`src/rtl/nor_poll_pkg.sv`:
```
package nor_poll_pkg;

    typedef enum logic [2:0] {
        S_IDLE,
        S_FIRST,
        S_POLL,
        S_RECHK,
        S_CONF_A,
        S_CONF_B,
        S_DONE
    } poll_state_e;

    typedef enum logic [1:0] {
        RES_NONE  = 2'b00,
        RES_PASS  = 2'b01,
        RES_FAIL  = 2'b10,
        RES_ABORT = 2'b11
    } poll_res_e;

    localparam int POL_BIT = 7;
    localparam int TOG_BIT = 6;
    localparam int TMO_BIT = 5;
    localparam int ABT_BIT = 1;

endpackage

```
`src/rtl/poll_status_eval.sv`:
```
module poll_status_eval
    import nor_poll_pkg::*;
#(
    parameter int DW = 16
) (
    input  logic [DW-1:0] data_i,
    input  logic [DW-1:0] exp_i,
    input  logic          prev_tog_i,
    input  logic          buf_i,
    output logic          match_o,
    output logic          steady_o,
    output logic          tog_o,
    output logic          flag_o,
    output logic          abt_o
);
    logic unused_bits;
    assign unused_bits = ^{data_i, exp_i};

    always_comb begin
        match_o  = (data_i[POL_BIT] == exp_i[POL_BIT]);
        tog_o    = data_i[TOG_BIT];
        steady_o = (data_i[TOG_BIT] == prev_tog_i);
        abt_o    = buf_i & data_i[ABT_BIT];
        flag_o   = data_i[TMO_BIT] | abt_o;
    end
endmodule

```
`src/rtl/poll_budget.sv`:
```
module poll_budget #(
    parameter int CW = 8
) (
    input  logic          clk,
    input  logic          rst_n,
    input  logic          clear_i,
    input  logic          inc_i,
    input  logic [CW-1:0] limit_i,
    output logic          last_o
);
    localparam int XW = CW + 1;

    logic [CW-1:0] cnt_q;
    logic [XW-1:0] cnt_next;

    assign cnt_next = {1'b0, cnt_q} + XW'(1);
    assign last_o   = (cnt_next >= {1'b0, limit_i});

    always_ff @(posedge clk or negedge rst_n) begin
        if (!rst_n)       cnt_q <= '0;
        else if (clear_i) cnt_q <= '0;
        else if (inc_i)   cnt_q <= cnt_next[CW-1:0];
    end

    // the budget never wraps; the limit ends the loop first
    p_no_wrap_r8: assert property (@(posedge clk) disable iff (!rst_n)
        inc_i |-> (cnt_q != '1));
endmodule

```
`src/rtl/nor_done_poller.sv`:
```
module nor_done_poller
    import nor_poll_pkg::*;
#(
    parameter int DW = 16,
    parameter int AW = 23,
    parameter int CW = 8
) (
    input  logic          clk,
    input  logic          rst_n,
    input  logic          start_i,
    input  logic          mode_i,
    input  logic [DW-1:0] exp_data_i,
    input  logic [AW-1:0] addr_i,
    input  logic          buf_prog_i,
    input  logic [CW-1:0] max_polls_i,
    output logic          rd_req_o,
    output logic [AW-1:0] rd_addr_o,
    input  logic          rd_valid_i,
    input  logic [DW-1:0] rd_data_i,
    output logic          busy_o,
    output logic          done_o,
    output logic [1:0]    result_o
);
    poll_state_e   state_q, state_d;
    poll_res_e     res_q, res_d;
    logic          mode_q, buf_q, prev_q, prev_d;
    logic [DW-1:0] exp_q;
    logic [AW-1:0] addr_q;
    logic [CW-1:0] lim_q;
    logic          accept, cnt_clr, cnt_inc, cnt_last;
    logic          match, steady, tog, flag, abt;

    assign accept = rd_req_o & rd_valid_i;

    poll_status_eval #(.DW(DW)) u_eval (
        .data_i     (rd_data_i),
        .exp_i      (exp_q),
        .prev_tog_i (prev_q),
        .buf_i      (buf_q),
        .match_o    (match),
        .steady_o   (steady),
        .tog_o      (tog),
        .flag_o     (flag),
        .abt_o      (abt)
    );

    poll_budget #(.CW(CW)) u_budget (
        .clk     (clk),
        .rst_n   (rst_n),
        .clear_i (cnt_clr),
        .inc_i   (cnt_inc),
        .limit_i (lim_q),
        .last_o  (cnt_last)
    );

    // next state and verdict
    always_comb begin
        state_d = state_q;
        res_d   = res_q;
        prev_d  = prev_q;
        cnt_clr = 1'b0;
        cnt_inc = 1'b0;
        unique case (state_q)
            S_IDLE: begin
                if (start_i) begin
                    state_d = mode_i ? S_FIRST : S_POLL;
                    res_d   = RES_NONE;
                    cnt_clr = 1'b1;
                end
            end
            S_FIRST: begin
                if (accept) begin
                    cnt_inc = 1'b1;
                    prev_d  = tog;
                    if (cnt_last) begin
                        state_d = S_DONE;
                        res_d   = RES_FAIL;
                    end else begin
                        state_d = S_POLL;
                    end
                end
            end
            S_POLL: begin
                if (accept) begin
                    if (!mode_q && match) begin
                        state_d = S_DONE;
                        res_d   = RES_PASS;
                    end else if (mode_q && steady) begin
                        state_d = S_DONE;
                        res_d   = RES_PASS;
                    end else if (flag) begin
                        state_d = mode_q ? S_CONF_A : S_RECHK;
                    end else begin
                        cnt_inc = 1'b1;
                        prev_d  = tog;
                        if (cnt_last) begin
                            state_d = S_DONE;
                            res_d   = RES_FAIL;
                        end
                    end
                end
            end
            S_RECHK: begin
                if (accept) begin
                    state_d = S_DONE;
                    res_d   = match ? RES_PASS : (abt ? RES_ABORT : RES_FAIL);
                end
            end
            S_CONF_A: begin
                if (accept) begin
                    prev_d  = tog;
                    state_d = S_CONF_B;
                end
            end
            S_CONF_B: begin
                if (accept) begin
                    state_d = S_DONE;
                    res_d   = steady ? RES_PASS : (abt ? RES_ABORT : RES_FAIL);
                end
            end
            S_DONE:  state_d = S_IDLE;
            default: state_d = S_IDLE;
        endcase
    end

    // state register with the values latched at start
    always_ff @(posedge clk or negedge rst_n) begin
        if (!rst_n) begin
            state_q <= S_IDLE;
            res_q   <= RES_NONE;
            prev_q  <= 1'b0;
            mode_q  <= 1'b0;
            buf_q   <= 1'b0;
            exp_q   <= '0;
            addr_q  <= '0;
            lim_q   <= '0;
        end else begin
            state_q <= state_d;
            res_q   <= res_d;
            prev_q  <= prev_d;
            if (state_q == S_IDLE && start_i) begin
                mode_q <= mode_i;
                buf_q  <= buf_prog_i;
                exp_q  <= exp_data_i;
                addr_q <= addr_i;
                lim_q  <= max_polls_i;
            end
        end
    end

    // outputs
    always_comb begin
        rd_req_o  = (state_q == S_FIRST) || (state_q == S_POLL) ||
                    (state_q == S_RECHK) || (state_q == S_CONF_A) ||
                    (state_q == S_CONF_B);
        rd_addr_o = addr_q;
        busy_o    = (state_q != S_IDLE);
        done_o    = (state_q == S_DONE);
        result_o  = done_o ? res_q : RES_NONE;
    end

    // done is a single-cycle pulse
    p_done_pulse_r9: assert property (@(posedge clk) disable iff (!rst_n)
        done_o |=> !done_o);

    // a done pulse always carries an outcome
    p_done_code_r9: assert property (@(posedge clk) disable iff (!rst_n)
        done_o |-> (result_o != RES_NONE));

    // the polled address cannot change during a poll
    p_addr_hold_r10: assert property (@(posedge clk) disable iff (!rst_n)
        (busy_o && $past(busy_o)) |-> $stable(rd_addr_o));

    // a flagged data-mode mismatch is followed by another read, not a verdict
    p_recheck_r4: assert property (@(posedge clk) disable iff (!rst_n)
        (state_q == S_POLL && accept && !mode_q && !match && flag)
            |=> (rd_req_o && !done_o));
endmodule

```
`config.mk`:
```
export PLATFORM = sky130hd
export DESIGN_NAME = nor_done_poller
export DESIGN_NICKNAME = d
export VERILOG_FILES = /design/src/rtl/nor_poll_pkg.sv /design/src/rtl/poll_status_eval.sv /design/src/rtl/poll_budget.sv /design/src/rtl/nor_done_poller.sv
export SDC_FILE = /design/constraint.sdc
export NUM_CORES = 1
export LEC_CHECK = 0
export BUFFER_PORTS_ARGS = -buffer_cell sky130_fd_sc_hd__buf_2
export CAP_MARGIN = 40
export CORE_UTILIZATION = 50
export DETAILED_ROUTE_END_ITERATION = 12
export PLACE_DENSITY = 0.87
export SYNTH_ARGS = -nofsm -noshare
export SYNTH_HDL_FRONTEND = slang
export SYNTH_SLANG_ARGS = --single-unit
```
`constraint.sdc`:
```
create_clock -name clk -period 5.32 [get_ports clk]
set_input_delay 1.064 -clock clk [delete_from_list [all_inputs] [get_ports clk]]
set_output_delay 1.064 -clock clk [all_outputs]
set_load 0.01 [all_outputs]
```
Yosys cells after proc, flatten, opt, wreduce, memory -nomap -nowiden. Cells that the tools add are included.

Output and inout bits: 28. Bits of input ports: 69. Word-level logic and storage cells: 96. Register bits after elaboration: 55.

Equality and inequality tests: 21. Bitwise operators: 3. Order comparisons: 1. Muxes and demuxes: 43. $add $sub $neg: 1. Reduce and logical (&&, ||, !) cells: 18.

Operators with widths (number): $mux W3 (11); $mux W2 (13); $ne A2 B2 Y1 const B (9); $mux W8 (2); $pmux W3 S5 (1); $mux W1 (13); $reduce_and A6 Y1 (2); $pmux W2 S5 (1); $add A8 B1 Y9 const B (1); $eq A3 B3 Y1 const B (3); $ge A9 B8 Y1 (1); $reduce_and A7 Y1 (1); $eq A3 B2 Y1 const B (2); $ne A5 B5 Y1 const B (1); $reduce_bool A5 Y1 (1); $logic_or A1 B1 Y1 (4); $ne A2 B1 Y1 const B (2); $ne A4 B4 Y1 const B (1); $pmux W1 S2 (2); $reduce_bool A2 Y1 (2); $reduce_or A2 Y1 (2); $eq A3 B1 Y1 const B (1); $logic_and A1 B1 Y1 (3); $logic_not A3 Y1 (1); other kinds (5) (7).

Longest topological paths before layout. Gate-level depths: netlist of run 1.

Depth in word-level cells: 10. Gate-level depth with buffers: 10. Gate-level depth less buffers: 10.

Hierarchy. From an unflattened synthesis of run 1, not the netlist that was laid out.

Cell total of the unflattened synthesis: 261. Area, all modules: 3138.0 um^2.

Modules (own cells, without submodules): nor_done_poller (instances 1, area each 2447.3 um^2, cells each 180, sequential area each 1376.3 um^2); poll_budget (instances 1, area each 651.9 um^2, cells each 76, sequential area each 200.2 um^2); poll_status_eval (instances 1, area each 38.8 um^2, cells each 5, sequential area each 0.0 um^2).

Worst setup path before layout of run 1. Ideal clock, no wire load.

Path kind: register to register. Start point: register u_budget.cnt_q[0]. End point: register res_q[1]. Clock period less this slack: 2342 ps. Stages on the path, launching flop included: 11. Setup slack: 2978 ps. Setup time: 124 ps. Data required time: 5196 ps. Path buffers: 0. Data arrival time: 2218 ps. Path through: dfrtp_1 ha_1 nand3_1 or3_1 nand2_1 ha_1 a21oi_1 nand2_1 a211oi_1 o31ai_1 o31a_1.

Cells in the longest elaborated chain, start to end: 8. Elaborated cells on any way between the ends: 9. Those cells by class: add/sub (1); order compare (1); mux (7).

Ends and longest elaborated chain: start: declaration (line poll_budget.sv:13) `logic [CW-1:0] cnt_q;`; start signal: assignment (line poll_budget.sv:22) `else if (inc_i) cnt_q <= cnt_next[CW-1:0];`; $add A8 B1 Y9 (*) (line poll_budget.sv:16) `assign cnt_next = {1'b0, cnt_q} + XW'(1);`; $ge A9 B8 Y1 (*) (line poll_budget.sv:17) `assign last_o = (cnt_next >= {1'b0, limit_i});`; $mux W2 (*); $mux W2 (4 in a row); $pmux W2 S5 (*); end signal: assignment (line nor_done_poller.sv:139) `res_q <= res_d;`; end: declaration (line nor_done_poller.sv:25) `poll_res_e res_q, res_d;`.

Every way passes the cells marked *; elsewhere a longest branch is shown, timed or not. The select of a mux whose other input is x is not followed. A chain may end at the register's enable or synchronous reset.

Worst setup path in the final report of run 1.
Start point: register state_q[0]. End point: output port result_o[1].

Cells in the longest elaborated chain, start to end: 2.

Ends and longest elaborated chain: start: declaration (line nor_done_poller.sv:24) `poll_state_e state_q, state_d;`; start signal: assignment (line nor_done_poller.sv:138) `state_q <= state_d;`; $eq A3 B3 Y1 (line nor_done_poller.sv:158) `done_o = (state_q == S_DONE);`; $mux W2 (line nor_done_poller.sv:159) `result_o = done_o ? res_q : RES_NONE;`; end: declaration (line nor_done_poller.sv:22) `output logic [1:0] result_o`.

Every way passes these cells.

==> results of run 1 <==
## cells in the final DEF (no fill, tap or decap), drive strengths merged, types with 3 or more instances in the layout
master / n
buf: 72
xnor2: 5
o21ai: 15
mux2: 3
inv: 12
nor2: 11
nand2b: 6
dfrtp: 48
clkbuf: 5
nand2: 102
xor2: 4
bufinv: 3
and2: 4
nor3: 3
a21oi: 7
ha: 9
nand3: 11
## report_power, final
part | switching [W] | leakage, nW | internal, W
logic | 0.000418 | 0.970 | 0.000316
clock network | 0.000125 | 0.0784 | 0.000235
registers | 0.000124 | 0.609 | 0.000511
## state kept, by name, summed over array words and instances, names as in the netlist
register        cells
lim_q               8
mode_q              1
rd_addr_o          23
state_q             3
buf_q               1
prev_q              1
exp_q               1
res_q               2
u_budget.cnt_q      8
## final cells by class
type                            count  share of cell area
Clock buffer                        5              0.0218
Clock inverter                      3              0.0286
Inverter                           12              0.0143
Multi-Input combinational cell    218               0.407
Sequential cell                    48               0.381
Tap cell                           67              0.0266
Timing Repair Buffer               72               0.121
## cell families after synthesis
group | Yosys count | share of synthesized area
and+or+nand+nor | 149 | 0.248
DFF | 48 | 0.461
AOI/OAI and AO/OA | 47 | 0.146
buffers and inverters | 26 | 0.0485
xor gates and xnor gates | 9 | 0.0360
adders and majority gates | 9 | 0.0432
muxes | 4 | 0.0182
## per-stage QoR
stage / utilization / instance area, sq um / setup WS (ps) / instances
after floorplan: - / 2610 / 2980 / 292
after global placement: 0.609 / 2970 / 2760 / 416
after detailed placement: 0.613 / 2990 / 2680 / 417
after CTS: 0.646 / 3150 / 2620 / 425
after global routing: 0.646 / 3150 / 2470 / 425
final: 0.646 / 3150 / 2620 / 425
## final timing paths
kind / to / depth (start not counted)
setup / recovery: result_o[1] / 4
hold / removal: rd_addr_o[10] / 2
setup reg to reg: res_q[1] / 10
hold reg to reg: rd_addr_o[10] / 2
max in group asynchronous: rd_addr_o[6] / 2
min in group asynchronous: lim_q[6] / 1
## layer usage
layer / track usage / wire length (um) / vias up
met5: 0 / 0 / -
met4: 0.0734 / 55 / 0
met3: 0.0488 / 278 / 7
met2: 0.361 / 2550 / 67
met1: 0.269 / 2460 / 990
li1: - / - / 1101
## worst register-to-register path: stages, from the launching register on
cell and delay, ps:
sky130_fd_sc_hd__dfrtp_1 450, sky130_fd_sc_hd__ha_1 250, sky130_fd_sc_hd__nand3_1 170, sky130_fd_sc_hd__or3_1 400, sky130_fd_sc_hd__nand2_1 90, sky130_fd_sc_hd__ha_1 250
sky130_fd_sc_hd__a21oi_1 150, sky130_fd_sc_hd__nand2_1 70, sky130_fd_sc_hd__a211oi_1 250, sky130_fd_sc_hd__o31ai_1 160, sky130_fd_sc_hd__o31a_1 290
==> impl_metrics.toml, run 1 <==
[placement]
gp_congestion = 0.855
number_of_i_o_port_buffers = 69
dp_hpwl_mm = 3.82

[pwr]
max-vdd-ir-drop_uv = 314
power.density_nw_per_um2 = 548
report.power.total_w = 0.00173
cellLeakagePower_nw = 1.66

[timing]
fin_crit_ps = 2700
fin_crit_sh = 0.508
rsz_0062_raised_after_global_routing = "no"
finalHoldWorstSlack_ps = 476
fmaxAchievable_mhz = 370
clock_tree_skew_after_final_layout_ps = 7.71
drv_slew = 0
slew-limit-headroom = 0.606
hold_viol_final = 0
max_slew.worst_pin.slew_ps = 591
setup_viol = 0
finalSetupTns_ps = 0

[floorplan]
die-height_um = 74.2
core.rowCount = 25
top_level_ports = 97
chipWidth_um = 74.2
core_area_sq_um = 4880
floorplan.die_area_sq_um = 5510
floorplan.initialDensity = 0.534

[synthesis]
synth_edf_count = 0
syn_area_sq_um = 2610
yosysTopAreaCell = "sky130_fd_sc_hd__dfrtp_1"
netlist_top_cells_area = "sky130_fd_sc_hd__dfrtp_1, sky130_fd_sc_hd__nand2_1, sky130_fd_sc_hd__ha_1, sky130_fd_sc_hd__nand3_1, sky130_fd_sc_hd__o21ai_0"
post_synth.cell_area_avg_sq_um = 8.93
synthCells = 292
postSynth.asyncResetShare = 1.00
syn-num-nets = 370
yosys_warnings = 0
synth_sequential_area_ratio = 0.461
post_synth_num_cell_types = 54
ys.flop_type = "sky130_fd_sc_hd__dfrtp_1"
synth_seq_cells = 48
netlist_top_cells_count = "sky130_fd_sc_hd__nand2_1, sky130_fd_sc_hd__dfrtp_1, sky130_fd_sc_hd__inv_1"
synth_largest_type_area_fraction = 0.461
synth_most_common_cell = "sky130_fd_sc_hd__nand2_1"

[routing]
drc_errors = 0
route.vias.total = 2165
dr.pass1.iters = 4
via_per_inst = 5.09
detail_route.wl_per_cell_um = 12.6
wl_mm = 5.35
route.antenna.remaining_nets = 0
drtIter0Drc = 148

[setup_path]
path_cells = "inv_1 > and3_1 > and2_1 > buf_2"
worstPathRequired_ps = 4260
worstPathMaxFanout = 14
regToRegStartpoint = "u_budget.cnt_q[0]"
worst_path_largest_cell_delay_ps = 650
worst_setup_path_startpoint = "state_q[0]"
wp_buf_inv = 2
start_kind = "flop"
critPathArrivalTime_ps = 1640
critPathSlowestCell = "sky130_fd_sc_hd__dfrtp_1"
reg2reg_slack_ps = 2700
critical_path_class = "flop to output port"
critPathTopFamily = "flip-flops"
cp-end-kind = "output port"

[cts]
clk-insertion-delay-late_ps = 300
tritoncts_clock_tree = "done"
cts_num_sinks = 48
cts-buffers-inserted = 5
cts_setup_buffers = 0
cts_buffer_depth = 2
hold_buffers = 0
cts-resized-gates = 0
cts.root.buffer_cell = "sky130_fd_sc_hd__clkbuf_8"
cts.clk_slew.worst_paths_ps = 90
htree_levels = 2

[outcome]
run_status = "finished clean"

[global_route]
first_global_vias = 2018
grt_overflow = 0
grt_start_max_net_pins = 43
grt_first_pass_wirelength_mm = 9.03
grt_antenna_before_repair = 0
global_router_s_overall_resource_usage = 0.213

[cells_and_area]
n_fill_cell = 415
multi_input_comb_area_sq_um = 1280
insertedDiodeCount = 0
layout.nets = 435
final_layout_size_suffix_gt1_frac = 0.254
synthToLayoutAreaGrowth_pct = 20.9
final-seq-area_sq_um = 1200

[job]
max_cap_viol_count = 0

[min_path]
hp-class = "flop to flop"
hp-start = "rd_addr_o[10]"
(Power assumes the default switching activity.)
==> run 2, diff against run 1 <==
CORE_UTILIZATION = 45   (was 50)
PLACE_DENSITY = 0.83   (was 0.87)
clock period = 2.4 ns   (was 5.32 ns; I/O delays follow)
==> impl_metrics.toml, run 2 (same netlist as run 1, synthesis figures left out) <==
[cts]
cts.clk_slew.worst_paths_ps = 90
htree_levels = 2
cts_num_sinks = 48
cts_setup_buffers = 0
cts.root.buffer_cell = "sky130_fd_sc_hd__clkbuf_8"
cts_buffer_depth = 2
hold_buffers = 0
cts-buffers-inserted = 5
tritoncts_clock_tree = "done"
clk-insertion-delay-late_ps = 300

[pwr]
cell_internal_pwr_w = 0.00229
combPwrFrac = 0.448
cellLeakagePower_nw = 1.70
max-vdd-ir-drop_uv = 595
power.switching_w = 0.00151
power.switching_fraction = 0.396
seqPwrFrac = 0.366
power.density_nw_per_um2 = 1160
clockPowerShare = 0.186

[setup_path]
reg2reg_slack_ps = 80
r2r.worst_path.cells = 10
start_kind = "flop"
worstPathRequired_ps = 2590
cp-end-kind = "flop"
reg2reg_to = "res_q[1]"
critPathArrivalTime_ps = 2510
regToRegStartpoint = "u_budget.cnt_q[1]"
worstPathMaxFanout = 3
critical_path_class = "flop to flop"

[cells_and_area]
postLayoutCoreUtil = 0.590
layout.nets = 442
final_layout_size_suffix_gt1_frac = 0.301
synthToLayoutAreaGrowth_pct = 25.4
design_area_sq_um = 3270
insertedDiodeCount = 0
mostFrequentLayoutCell = "sky130_fd_sc_hd__nand2_1"
number_of_flip_flops_under_the_largest_register_name = 23
post_layout_nonfiller_instances = 437
layout_common_cells = "sky130_fd_sc_hd__nand2_1, sky130_fd_sc_hd__buf_2, sky130_fd_sc_hd__dfrtp_1"

[floorplan]
floorplan.initialDensity = 0.471
chipWidth_um = 78.1
top_level_ports = 97
core_area_sq_um = 5540
die-height_um = 78.1
core.rowCount = 27
floorplan.die_area_sq_um = 6100

[routing]
via_per_inst = 5.12
detail_route.wl_per_cell_um = 12.7
dr.pass1.iters = 4
top_layer = "met4"
routed-wl-met2_mm = 2.80
drtIter0Drc = 150
route.vias.total = 2237
drc_errors = 0
met3WireLength_um = 189
wl_mm = 5.56
met1_length_mm = 2.48
route.antenna.remaining_nets = 0

[min_path]
hp-class = "input port to asynchronous set/reset pin"

[timing]
clock_tree_skew_after_final_layout_ps = 7.73
rsz_0062_raised_after_global_routing = "yes"
fin_crit_sh = 0.967
max_slew.worst_pin.slew_ps = 580
setup_viol = 0
fin_crit_ps = 2320
slew-limit-headroom = 0.613
fmaxAchievable_mhz = 431
hold_viol_final = 0
finalSetupTns_ps = 0
fin_ws_ps = 79.7
drv_slew = 0

[placement]
dpl-instance-area_sq_um = 3050
gp_congestion = 0.853
dp_hpwl_mm = 3.99
post-place-cells = 429
dp_slack_ps = -27.1
number_of_i_o_port_buffers = 69

[global_route]
grt_antenna_before_repair = 0
global_router_s_overall_resource_usage = 0.196
grt_overflow = 0
grt_start_max_net_pins = 27
first_global_vias = 2067
grt_first_pass_wirelength_mm = 9.40

[outcome]
run_status = "finished clean"

[job]
max_cap_viol_count = 0
## run 2: changes by cell type in the layout (fill, tap and decap cells not counted), sizes merged
cell and delta:
bufinv -1, buf +7, inv +1
## run 2: metrics by stage
step | hold slack, ps | total power [W]
after floorplan | 184 | 0.00257
after global placement | 452 | 0.00300
after detailed placement | 457 | 0.00306
after CTS | 180 | 0.00381
after global routing | 187 | 0.00412
final | 152 | 0.00380
## run 2: what timing repair did
action | CTS | global route
endpoints found under the setup margin | 1 | 3
gates resized for setup | 3 | 13
cloned | 0 | 0
pin swaps | 2 | 8
## run 2: routing by layer
metal  vias to the layer above  track usage
met5                         -            0
met1                      1060        0.254
met4                         0       0.0704
met2                        52        0.327
met3                         7       0.0372
li1                       1118            -
## run 2: critical path, stage by stage (launching register included)
cell                       delay, ps
sky130_fd_sc_hd__dfrtp_1         370
sky130_fd_sc_hd__ha_2            190
sky130_fd_sc_hd__nand3_2          90
sky130_fd_sc_hd__or3_4           400
sky130_fd_sc_hd__nand2_4          80
sky130_fd_sc_hd__ha_4            200
sky130_fd_sc_hd__a21oi_2         150
sky130_fd_sc_hd__nand2_2          80
sky130_fd_sc_hd__a211oi_4        270
sky130_fd_sc_hd__o31ai_4         130
sky130_fd_sc_hd__o31a_1          250
## run 2: cell type report
cell class | count | area, sq um
Inverter | 12 | 45.0
Sequential cell | 48 | 1200
Fill cell | 480 | 2270
Timing Repair Buffer | 79 | 433
Clock inverter | 3 | 68.8
Multi-Input combinational cell | 218 | 1360
Tap cell | 72 | 90.1
Clock buffer | 5 | 68.8
## run 2: power by group through the flow
stage	registers (W)	clock network, W	logic [W]
floorplan	0.00140	0	0.00116
global placement	0.00139	0	0.00161
detailed placement	0.00140	0	0.00166
CTS	0.00139	0.000724	0.00169
global route	0.00145	0.000753	0.00192
finish	0.00139	0.000707	0.00170
## run 2: how the worst max path moves through the flow
stage | start | end | slack [ps]
finish | u_budget.cnt_q[1] | res_q[1] | 80
global route | u_budget.cnt_q[0] | res_q[1] | -60
CTS | u_budget.cnt_q[0] | res_q[1] | 20
detailed placement | u_budget.cnt_q[0] | res_q[1] | -30
global placement | u_budget.cnt_q[0] | res_q[1] | 70
floorplan | u_budget.cnt_q[0] | res_q[1] | 60
==> run 3, diff against run 2 <==
CORE_MARGIN = 2   (was default)
CTS_CLUSTER_DIAMETER = 40   (was default)
SLEW_MARGIN = 20   (was default)
==> impl_metrics.toml, run 3 (same netlist as run 1, synthesis figures left out) <==
[setup_path]
worstPathMaxFanout = 3
path_cells = "ha_2 > nand3_2 > or3_4 > nand2_4 > ha_4 > a21oi_2 > nand2_1 > a211oi_2 > o31ai_4 > o31a_1"
critical_path_class = "flop to flop"
cp-end-kind = "flop"
critPathArrivalTime_ps = 2450
start_kind = "flop"
worstPathRequired_ps = 2590
worst_path_largest_cell_delay_ps = 370
critPathSlowestCell = "sky130_fd_sc_hd__dfrtp_1"

[cts]
cts_buffer_depth = 2
cts-buffers-inserted = 5
tritoncts_clock_tree = "done"
clk-insertion-delay-late_ps = 300
cts.root.buffer_cell = "sky130_fd_sc_hd__clkbuf_8"
cts_num_sinks = 48
htree_levels = 2
cts.clk_slew.worst_paths_ps = 90

[placement]
gp_congestion = 0.837
dp_hpwl_mm = 4.14
dp_slack_ps = 7.03
number_of_i_o_port_buffers = 69
dpl-instance-area_sq_um = 3050

[global_route]
first_global_vias = 2144
grt_start_max_net_pins = 25
grt_first_pass_wirelength_mm = 9.52
grt_overflow = 0
global_router_s_overall_resource_usage = 0.188
grt_antenna_before_repair = 0

[timing]
fin_crit_ps = 2260
fin_crit_sh = 0.940
hold_viol_final = 0
slew-limit-headroom = 0.615
max_slew.worst_pin.slew_ps = 577
finalSetupTns_ps = 0
fmaxAchievable_mhz = 443
clock_tree_skew_after_final_layout_ps = 5.13
drv_slew = 0
fin_ws_ps = 143
setup_viol = 0

[min_path]
hp-class = "input port to asynchronous set/reset pin"

[routing]
via_per_inst = 5.10
dr.pass1.iters = 4
route.vias.total = 2245
drc_errors = 0
route.antenna.remaining_nets = 0
drtIter0Drc = 110
wl_mm = 5.62
detail_route.wl_per_cell_um = 12.8

[floorplan]
floorplan.die_area_sq_um = 6420
floorplan.initialDensity = 0.471
core.rowCount = 27
core_area_sq_um = 5540
top_level_ports = 97
chipWidth_um = 80.1
die-height_um = 80.1

[pwr]
max-vdd-ir-drop_uv = 506
power.density_nw_per_um2 = 1140
report.power.total_w = 0.00369
cellLeakagePower_nw = 1.68

[cells_and_area]
layout_common_cells = "sky130_fd_sc_hd__nand2_1, sky130_fd_sc_hd__buf_2, sky130_fd_sc_hd__dfrtp_1"
postLayoutCoreUtil = 0.584
design_area_sq_um = 3240
final_layout_size_suffix_gt1_frac = 0.299
number_of_flip_flops_under_the_largest_register_name = 23
synthToLayoutAreaGrowth_pct = 24.1
insertedDiodeCount = 0
layout.nets = 445
mostFrequentLayoutCell = "sky130_fd_sc_hd__nand2_1"

[job]
max_cap_viol_count = 0

[outcome]
run_status = "finished clean"
run 3: power breakdown:
group | total, W | switching [W] | internal (W)
Sequential | 0.00140 | 0.000266 | 0.00113
Clock | 0.000596 | 0.000282 | 0.000314
Combinational | 0.00170 | 0.000964 | 0.000737
run 3: per-stage QoR:
step / hold slack (ps) / cells
6_report: 152 / 440
5_1_grt: 184 / 440
4_1_cts: 169 / 438
3_5_place_dp: 459 / 430
3_3_place_gp: 453 / 430
2_1_floorplan: 184 / 292
run 3: layer usage:
metal,up-vias,wire [um],global-route usage
met1,1048,2500,0.238
met4,0,114,0.0661
met3,12,272,0.0337
met5,-,0,0
li1,1123,-,-
met2,62,2730,0.321
run 3: what timing repair did:
action                                 4_1_cts  5_1_grt
buffers inserted                             0        2
endpoints found under the hold margin        0        0
cloned                                       0        0
resized for setup                            2       10
setup endpoints to repair                    1        3
pin swaps                                    0       10
hold buffers                                 0        0
run 3: critical path: cells and delay by family (launching register included):
family / cells / cell delay (ps)
compound gates: 4 / 800
simple gates: 4 / 590
fa+ha+maj: 2 / 390
flops: 1 / 370
run 3: worst paths after layout:
kind                              startpoint       endpoint  slack [ps]  cells after the start
min reg2reg                    rd_addr_o[11]  rd_addr_o[11]         480                      2
min                                    rst_n       lim_q[5]         150                      1
max reg2reg                u_budget.cnt_q[1]       res_q[1]         140                     10
min in group clk                  addr_i[21]  rd_addr_o[21]         360                      3
max in group asynchronous              rst_n  rd_addr_o[16]        1660                      2
max                        u_budget.cnt_q[1]       res_q[1]         140                     10
run 3: layout make-up:
class	instances	area (sq um)
Clock inverter	3	46.3
Clock buffer	5	68.8
Fill cell	520	2300
Inverter	12	45.0
Tap cell	72	90.1
Timing Repair Buffer	82	443
Multi-Input combinational cell	218	1340
Sequential cell	48	1200
